--- config.mk ---
export PLATFORM = sky130hd
export DESIGN_NAME = cfg_readback
export DESIGN_NICKNAME = d
export VERILOG_FILES = /design/src/rtl/rb_pkg.sv /design/src/rtl/rb_rst_sync.sv /design/src/rtl/rb_phase_timer.sv /design/src/rtl/rb_byte_counter.sv /design/src/rtl/rb_out_stage.sv /design/src/rtl/cfg_readback.sv
export SDC_FILE = /design/constraint.sdc
export NUM_CORES = 1
export LEC_CHECK = 0
export BUFFER_PORTS_ARGS = -buffer_cell sky130_fd_sc_hd__buf_2
export CAP_MARGIN = 40
export CORE_UTILIZATION = 40
export DETAILED_ROUTE_END_ITERATION = 7
export GPL_TIMING_DRIVEN = 0
export PLACE_DENSITY = 0.62
export SLEW_MARGIN = 25
export SYNTH_ARGS = -nofsm -noshare
export SYNTH_HDL_FRONTEND = slang
export SYNTH_SLANG_ARGS = --single-unit
--- constraint.sdc ---
create_clock -name clk -period 1.1 [get_ports clk]
set_input_delay 0.165 -clock clk [delete_from_list [all_inputs] [get_ports clk]]
set_output_delay 0.165 -clock clk [all_outputs]
set_load 0.01 [all_outputs]
--- src/rtl/rb_pkg.sv ---
package rb_pkg;
  typedef enum logic [2:0] {
    ST_IDLE  = 3'd0,
    ST_SETUP = 3'd1,
    ST_LOW   = 3'd2,
    ST_HIGH  = 3'd3,
    ST_HOLD  = 3'd4,
    ST_TLOW  = 3'd5,
    ST_THIGH = 3'd6,
    ST_FIN   = 3'd7
  } rb_state_e;
endpackage

--- src/rtl/rb_rst_sync.sv ---
module rb_rst_sync #(
  parameter int STAGES = 2
) (
  input  logic clk,
  input  logic rst_n,
  output logic rst_n_sync
);
  logic [STAGES-1:0] sync_q;

  always_ff @(posedge clk or negedge rst_n) begin
    if (!rst_n) sync_q <= '0;
    else        sync_q <= {sync_q[STAGES-2:0], 1'b1};
  end

  assign rst_n_sync = sync_q[STAGES-1];
endmodule

--- src/rtl/rb_phase_timer.sv ---
module rb_phase_timer #(
  parameter int HALF_CYC = 4
) (
  input  logic clk,
  input  logic rst_n,
  input  logic en_i,
  output logic last_o
);
  localparam int TW = (HALF_CYC > 1) ? $clog2(HALF_CYC) : 1;
  localparam logic [TW-1:0] LAST = TW'(HALF_CYC - 1);

  logic [TW-1:0] cnt_q, cnt_d;

  assign last_o = en_i && (cnt_q == LAST);

  always_comb begin
    cnt_d = cnt_q;
    if (en_i) cnt_d = last_o ? '0 : cnt_q + 1'b1;
  end

  always_ff @(posedge clk or negedge rst_n) begin
    if (!rst_n) cnt_q <= '0;
    else        cnt_q <= cnt_d;
  end

  // phase counter never leaves its half-period window
  assert_timer_range_R3: assert property (@(posedge clk) disable iff (!rst_n)
    cnt_q <= LAST);
endmodule

--- src/rtl/rb_byte_counter.sv ---
module rb_byte_counter #(
  parameter int CNT_W = 16
) (
  input  logic             clk,
  input  logic             rst_n,
  input  logic             load_i,
  input  logic [CNT_W-1:0] load_val_i,
  input  logic             dec_i,
  output logic             is_one_o
);
  logic [CNT_W-1:0] left_q, left_d;

  assign is_one_o = (left_q == CNT_W'(1));

  always_comb begin
    left_d = left_q;
    if (load_i)     left_d = load_val_i;
    else if (dec_i) left_d = left_q - 1'b1;
  end

  always_ff @(posedge clk or negedge rst_n) begin
    if (!rst_n) left_q <= '0;
    else        left_q <= left_d;
  end

  assert_no_underflow_R3: assert property (@(posedge clk) disable iff (!rst_n)
    dec_i |-> (left_q != '0));
endmodule

--- src/rtl/rb_out_stage.sv ---
module rb_out_stage #(
  parameter int DATA_W = 8
) (
  input  logic              clk,
  input  logic              rst_n,
  input  logic              capture_i,
  input  logic [DATA_W-1:0] bus_i,
  input  logic              ready_i,
  output logic              valid_o,
  output logic [DATA_W-1:0] data_o
);
  logic              valid_q, valid_d;
  logic [DATA_W-1:0] data_q, data_d;
  logic              data_en;

  assign data_en = capture_i;

  always_comb begin
    valid_d = valid_q;
    if (capture_i)            valid_d = 1'b1;
    else if (valid_q && ready_i) valid_d = 1'b0;
    data_d = bus_i;
  end

  always_ff @(posedge clk or negedge rst_n) begin
    if (!rst_n) valid_q <= 1'b0;
    else        valid_q <= valid_d;
  end

  always_ff @(posedge clk or negedge rst_n) begin
    if (!rst_n)       data_q <= '0;
    else if (data_en) data_q <= data_d;
  end

  assign valid_o = valid_q;
  assign data_o  = data_q;

  // a held byte is never overwritten by a fresh capture
  assert_no_overwrite_R5: assert property (@(posedge clk) disable iff (!rst_n)
    capture_i |-> !valid_q);
endmodule

--- src/rtl/cfg_readback.sv ---
module cfg_readback
  import rb_pkg::*;
#(
  parameter int HALF_CYC = 4,
  parameter int CNT_W    = 16,
  parameter int DATA_W   = 8
) (
  input  logic              clk,
  input  logic              rst_n,
  input  logic              start_i,
  input  logic [CNT_W-1:0]  byte_count_i,
  input  logic              out_ready_i,
  input  logic [DATA_W-1:0] cfg_data_i,
  output logic              cfg_sel_o,
  output logic              cfg_clk_o,
  output logic              out_valid_o,
  output logic [DATA_W-1:0] out_data_o,
  output logic              done_o
);
  logic      rst_n_s;
  rb_state_e state_q, state_d;
  logic      tmr_en, tmr_last;
  logic      cnt_load, cnt_dec, cnt_is_one;
  logic      capture;
  logic      sel_q, sel_d, cclk_q, cclk_d, done_q, done_d;

  rb_rst_sync #(.STAGES(2)) u_rst (
    .clk(clk), .rst_n(rst_n), .rst_n_sync(rst_n_s)
  );

  rb_phase_timer #(.HALF_CYC(HALF_CYC)) u_tmr (
    .clk(clk), .rst_n(rst_n_s), .en_i(tmr_en), .last_o(tmr_last)
  );

  rb_byte_counter #(.CNT_W(CNT_W)) u_cnt (
    .clk(clk), .rst_n(rst_n_s), .load_i(cnt_load), .load_val_i(byte_count_i),
    .dec_i(cnt_dec), .is_one_o(cnt_is_one)
  );

  rb_out_stage #(.DATA_W(DATA_W)) u_out (
    .clk(clk), .rst_n(rst_n_s), .capture_i(capture), .bus_i(cfg_data_i),
    .ready_i(out_ready_i), .valid_o(out_valid_o), .data_o(out_data_o)
  );

  assign tmr_en = (state_q == ST_SETUP) || (state_q == ST_LOW) ||
                  (state_q == ST_HIGH)  || (state_q == ST_TLOW) ||
                  (state_q == ST_THIGH);

  always_comb begin
    state_d  = state_q;
    cnt_load = 1'b0;
    cnt_dec  = 1'b0;
    capture  = 1'b0;
    unique case (state_q)
      ST_IDLE: begin
        if (start_i) begin
          cnt_load = 1'b1;
          state_d  = (byte_count_i == '0) ? ST_FIN : ST_SETUP;
        end
      end
      ST_SETUP: if (tmr_last) state_d = ST_LOW;
      ST_LOW:   if (tmr_last) state_d = ST_HIGH;
      ST_HIGH: begin
        if (tmr_last) begin
          capture = 1'b1;
          state_d = ST_HOLD;
        end
      end
      ST_HOLD: begin
        if (out_ready_i) begin
          cnt_dec = 1'b1;
          state_d = cnt_is_one ? ST_TLOW : ST_LOW;
        end
      end
      ST_TLOW:  if (tmr_last) state_d = ST_THIGH;
      ST_THIGH: if (tmr_last) state_d = ST_FIN;
      ST_FIN:   state_d = ST_IDLE;
      default:  state_d = ST_IDLE;
    endcase
  end

  always_comb begin
    sel_d  = (state_d == ST_SETUP) || (state_d == ST_LOW) ||
             (state_d == ST_HIGH)  || (state_d == ST_HOLD);
    cclk_d = !((state_d == ST_LOW) || (state_d == ST_TLOW));
    done_d = (state_d == ST_FIN);
  end

  always_ff @(posedge clk or negedge rst_n_s) begin
    if (!rst_n_s) begin
      state_q <= ST_IDLE;
      sel_q   <= 1'b0;
      cclk_q  <= 1'b1;
      done_q  <= 1'b0;
    end else begin
      state_q <= state_d;
      sel_q   <= sel_d;
      cclk_q  <= cclk_d;
      done_q  <= done_d;
    end
  end

  assign cfg_sel_o = sel_q;
  assign cfg_clk_o = cclk_q;
  assign done_o    = done_q;

  assert_hold_clk_R5: assert property (@(posedge clk) disable iff (!rst_n_s)
    (out_valid_o && !out_ready_i) |=> cfg_clk_o);

  assert_data_stable_R4: assert property (@(posedge clk) disable iff (!rst_n_s)
    (out_valid_o && !out_ready_i) |=> (out_valid_o && $stable(out_data_o)));

  assert_done_single_R7: assert property (@(posedge clk) disable iff (!rst_n_s)
    done_o |=> !done_o);

  assert_tail_pulse_R6: assert property (@(posedge clk) disable iff (!rst_n_s)
    $fell(cfg_sel_o) |-> (!cfg_clk_o && $past(cfg_clk_o)));

  assert_idle_clk_R1: assert property (@(posedge clk) disable iff (!rst_n_s)
    done_o |-> (cfg_clk_o && !cfg_sel_o && !out_valid_o));
endmodule

-- Word level (Yosys, flattened, before mapping)
Cells that the tools add are included.
- logic and storage cells: 62
- input port bits: 28
- output and inout port bits: 12
- register bits after elaboration: 35
- reduce and logical (&&, ||, !) cells: 15
- eq/ne operators: 15
- add/subtract/negate cells: 2
- muxes and demuxes: 21
- operator list (kind ; number):
    $mux W16 ; 2
    $mux W3 ; 9
    $pmux W3 S8 ; 1
    $eq A3 B3 Y1 const B ; 7
    $eq A16 B1 Y1 const B ; 1
    $logic_not A16 Y1 ; 1
    $sub A16 B1 Y16 const B ; 1
    $eq A3 B2 Y1 const B ; 4
    $logic_or A1 B1 Y1 ; 8
    $mux W1 ; 8
    $eq A3 B1 Y1 const B ; 2
    $reduce_bool A2 Y1 ; 2
    $logic_not A3 Y1 ; 1
    $add A2 B1 Y2 const B ; 1
    $eq A2 B2 Y1 const B ; 1
    $logic_and A1 B1 Y1 ; 2
    $mux W2 ; 1
    $logic_not A1 Y1 ; 1

-- Logic depth before layout (Yosys ltp)
- depth after elaboration: 12
- gate-level depth with buffers: 7

-- Hierarchy
Synthesis repeated with hierarchy kept, for this count alone.
- cell total of the unflattened synthesis: 178
- area, all modules: 1894.3 um^2
- by module, submodules not included (module ; sequential area each (um^2) ; cells an instance ; area an instance (um^2) ; instances):
    rb_byte_counter ; 400.4 ; 101 ; 920.9 ; 1
    cfg_readback ; 151.4 ; 47 ; 454.2 ; 1
    rb_out_stage ; 225.2 ; 20 ; 369.1 ; 1
    rb_phase_timer ; 50.0 ; 7 ; 96.3 ; 1
    rb_rst_sync ; 50.0 ; 3 ; 53.8 ; 1

-- Worst setup path after synthesis
OpenSTA, ideal clock, no wires.
- path type: reg2reg
- start: register u_cnt.left_q[9]
- end: register u_cnt.left_q[13]
- cell stages (with the launch flop): 6
- slack: -1101 ps
- required time: 964 ps
- period minus slack after synthesis: 2201 ps
- data arrival time: 2065 ps
- cell sequence: dfrtp_1 or4_4 or4_4 or3_4 o211ai_1 o311ai_1
- longest elaborated chain between the ends: 3
- RTL lines (what ; line ; text):
    start, declared ; rb_byte_counter.sv:11 ; logic [CNT_W-1:0] left_q, left_d;
    start signal, assigned ; rb_byte_counter.sv:23 ; else left_q <= left_d;
    $sub A16 B1 Y16 ; rb_byte_counter.sv:18 ; else if (dec_i) left_d = left_q - 1'b1;
    $mux W16 ; rb_byte_counter.sv:18 ;
    $mux W16 ; rb_byte_counter.sv:17 ; if (load_i) left_d = load_val_i;
No other way between the ends. The select of a mux whose other input is x is not followed.
A chain may end at the register's enable or synchronous reset.

-- Worst setup path in the final report
- start: register u_cnt.left_q[8]
- end: register u_cnt.left_q[13]
The elaborated chain is that of the path after synthesis.

==> reports/results.txt <==
Register area -> 880.8 um2
CTS H-Tree Depth -> 2
Top FF cell, synth -> dfrtp_1
Power per cell area -> 2631 nW/um2
Clock Skew -> 0.009213 ns
Final period util -> 213.0%
Non-filler cells, final -> 301
Status -> finished, violations left
First drt pass iteration count -> 4
Final min period -> 2.343 ns
Syn nets -> 207
TritonCTS Buffers -> 5
Std-Cell Rows -> 23
Fmax -> 0.4268 GHz
Placed Cells -> 265
Util after Layout -> 64.98%
ANT cells -> 0
Die area -> 4716 um2
Initial antenna violation count -> 0
Vias in the first global route -> 1668
Mapped Avg Cell Area -> 10.10 um2
Final setup viols -> 33
First-pass GRT wire length -> 7707 um
GRT overflow -> 0
Yosys warning count -> 0
Nets -> 281
VDD IR max -> 0.001082 V
Wire per inst -> 16.66 um
Worst Hold Class -> in2reg
Die width -> 68.67 um
Clock Latency Late Sink -> 0.29 ns
Initial Util -> 42.90%
Async S/R FF share, synth -> 100.0%
Register bit count reported by yosys -> 35
PortBufs -> 39
Slew Limit Fails -> 0
GRT Util Overall -> 22.79%
Synth cell types -> 43
Most frequent cells in the layout -> buf_2, dfrtp_1, nand2_1
Final WS setup -> -1.243 ns
CORE AREA -> 4144 um2
# DRC -> 0
Crit Path Max Fanout -> 5
CTS clk-pin slew, worst paths -> 0.08 ns
GPL Wtd Cong -> 0.8564
Violated checks -> setup timing
# clock sinks -> 35
Largest net degree at the start of global routing -> 34
Die Ht -> 68.67 um
Unrepaired setup endpoints after global routing -> true
Area of the mapped netlist -> 1778 um2
Clk buf depth -> 2
WL final -> 5015 um
Seq/Total Area, Yosys -> 49.33%
CP Data Arrival Time -> 2.50 ns
DRT iter0 DRCs -> 111
Mapped Cells -> 176
Via density -> 5.761
Total leakage power -> 1.163 nW
Antenna Nets Post-Route -> 0
Multi-input logic area -> 1062 um2
Routed vias -> 1734
Worst setup path class -> reg2reg
Fin. Hold Viols -> 0
Startpoint types -> flip-flop
Post-detail-place hpwl -> 3100 um
EDFF count, synth -> 0
CP endpoint kind -> flip-flop
Commonest non-fill, non-tap cell in the layout -> buf_2
Fillers -> 329
# IOs -> 40
Pre-CTS setup slack -> -1.236 ns
MaxCap Viol Count -> 0
Share of layout cells above drive strength 1 -> 52.59%
Root Driver -> clkbuf_8
Area Growth Syn to Fin -> 51.44%
CTS tree -> done
Req. time, crit path -> 1.26 ns
==> per-stage QoR <==
stage | area [um2] | power, mW | setup TNS, ns | hold WS [ns]
final | 2693 | 7.083 | -21.65 | 0.08123
after global routing | 2693 | 7.578 | -23.81 | 0.09968
after CTS | 2529 | 6.635 | -22.17 | 0.07952
after detailed placement | 2185 | 5.100 | -21.61 | -0.04894
after global placement | 2183 | 4.953 | -31.38 | -0.05031
after floorplan | 1926 | 4.382 | -16.73 | -0.1306
==> cell type report <==
type	instances	area share, %
clock buffers	7	2.835
inverters	6	1.022
multi-input cells	127	39.45
repair buffers	68	17.84
well taps	50	2.323
plain buffers	7	3.625
flip-flops and latches	35	32.71
clock inverters	1	0.1859
==> report_power, final <==
group	leakage (nW)	switching [mW]	total, mW	internal (mW)
combinational	0.705	1.74	3.79	2.05
sequential	0.417	0.510	2.39	1.88
clock	0.0422	0.464	0.908	0.444
==> registers in the layout, summed over array words and instances, names as in the netlist <==
| name | cells |
|---|---|
| cfg_clk_o | 1 |
| cfg_sel_o | 1 |
| done_o | 1 |
| state_q | 3 |
| u_cnt.left_q | 16 |
| u_out.data_o | 8 |
| u_out.valid_o | 1 |
| u_rst.sync_q | 2 |
| u_tmr.cnt_q | 2 |
==> worst max-delay path: stages (launching register included) <==
cell and delay (ns):
dfrtp_1 0.41, or4_4 0.54, or4_4 0.55, or3_4 0.37, o211ai_1 0.21, o311ai_1 0.13
==> timing repair <==
action                                  4_1_cts  5_1_grt
hold buffers                                  1        0
cloned                                        1        0
setup buffers                                18        9
hold endpoints to repair                      2        0
pin swaps                                    14        8
endpoints found under the setup margin       33       34
resized for setup                            30       20
==> cell families after synthesis <==
family	share of synthesized area (%)
simple gates	23.22
compound gates	14.99
flops	49.33
buf+inv	3.378
mux	6.263
fa+ha+maj	2.111
other cells	0.2109
xor+xnor	0.4927
==> cells in the mapped netlist (2+ instances only) <==
library cell,count,area (um2)
nand3_1,7,35.03
nand2_1,21,78.83
a221o_1,4,40.04
o311ai_1,2,17.52
o211ai_1,4,30.03
nor3_1,4,20.02
a21oi_1,4,20.02
dfrtp_1,34,850.8
mux2_2,9,101.4
nand4_1,2,12.51
nor3b_1,3,22.52
a31oi_1,2,12.51
nor4_1,7,43.79
or4_4,2,22.52
or4_1,4,30.03
inv_1,6,22.52
or3_1,4,25.02
o21ai_0,12,60.06
ha_1,3,37.54
clkbuf_1,7,26.28
nor2_1,11,41.29
o311ai_0,3,26.28
==> layer usage <==
| metal | wire [um] | track usage, % | vias to the layer above |
|---|---|---|---|
| li1 | - | - | 812 |
| met1 | 2129 | 27.34 | 829 |
| met2 | 2437 | 38.60 | 72 |
| met3 | 296 | 5.592 | 21 |
| met4 | 153 | 9.635 | 0 |
| met5 | 0 | 0 | - |
==> final timing paths <==
check | startpoint | endpoint | slack (ns) | depth (start not counted)
setup / recovery | u_cnt.left_q[8] | u_cnt.left_q[13] | -1.24 | 5
setup reg to reg | u_cnt.left_q[8] | u_cnt.left_q[13] | -1.24 | 5
min in group asynchronous | u_rst.sync_q[1] | cfg_sel_o | 0.10 | 0
hold reg to reg | u_rst.sync_q[1] | cfg_sel_o | 0.10 | 0
hold / removal | byte_count_i[4] | u_cnt.left_q[4] | 0.08 | 3
max in group asynchronous | u_rst.sync_q[1] | u_cnt.left_q[7] | 0.61 | 1
No activity file was read; power rests on OpenSTA's default activity.
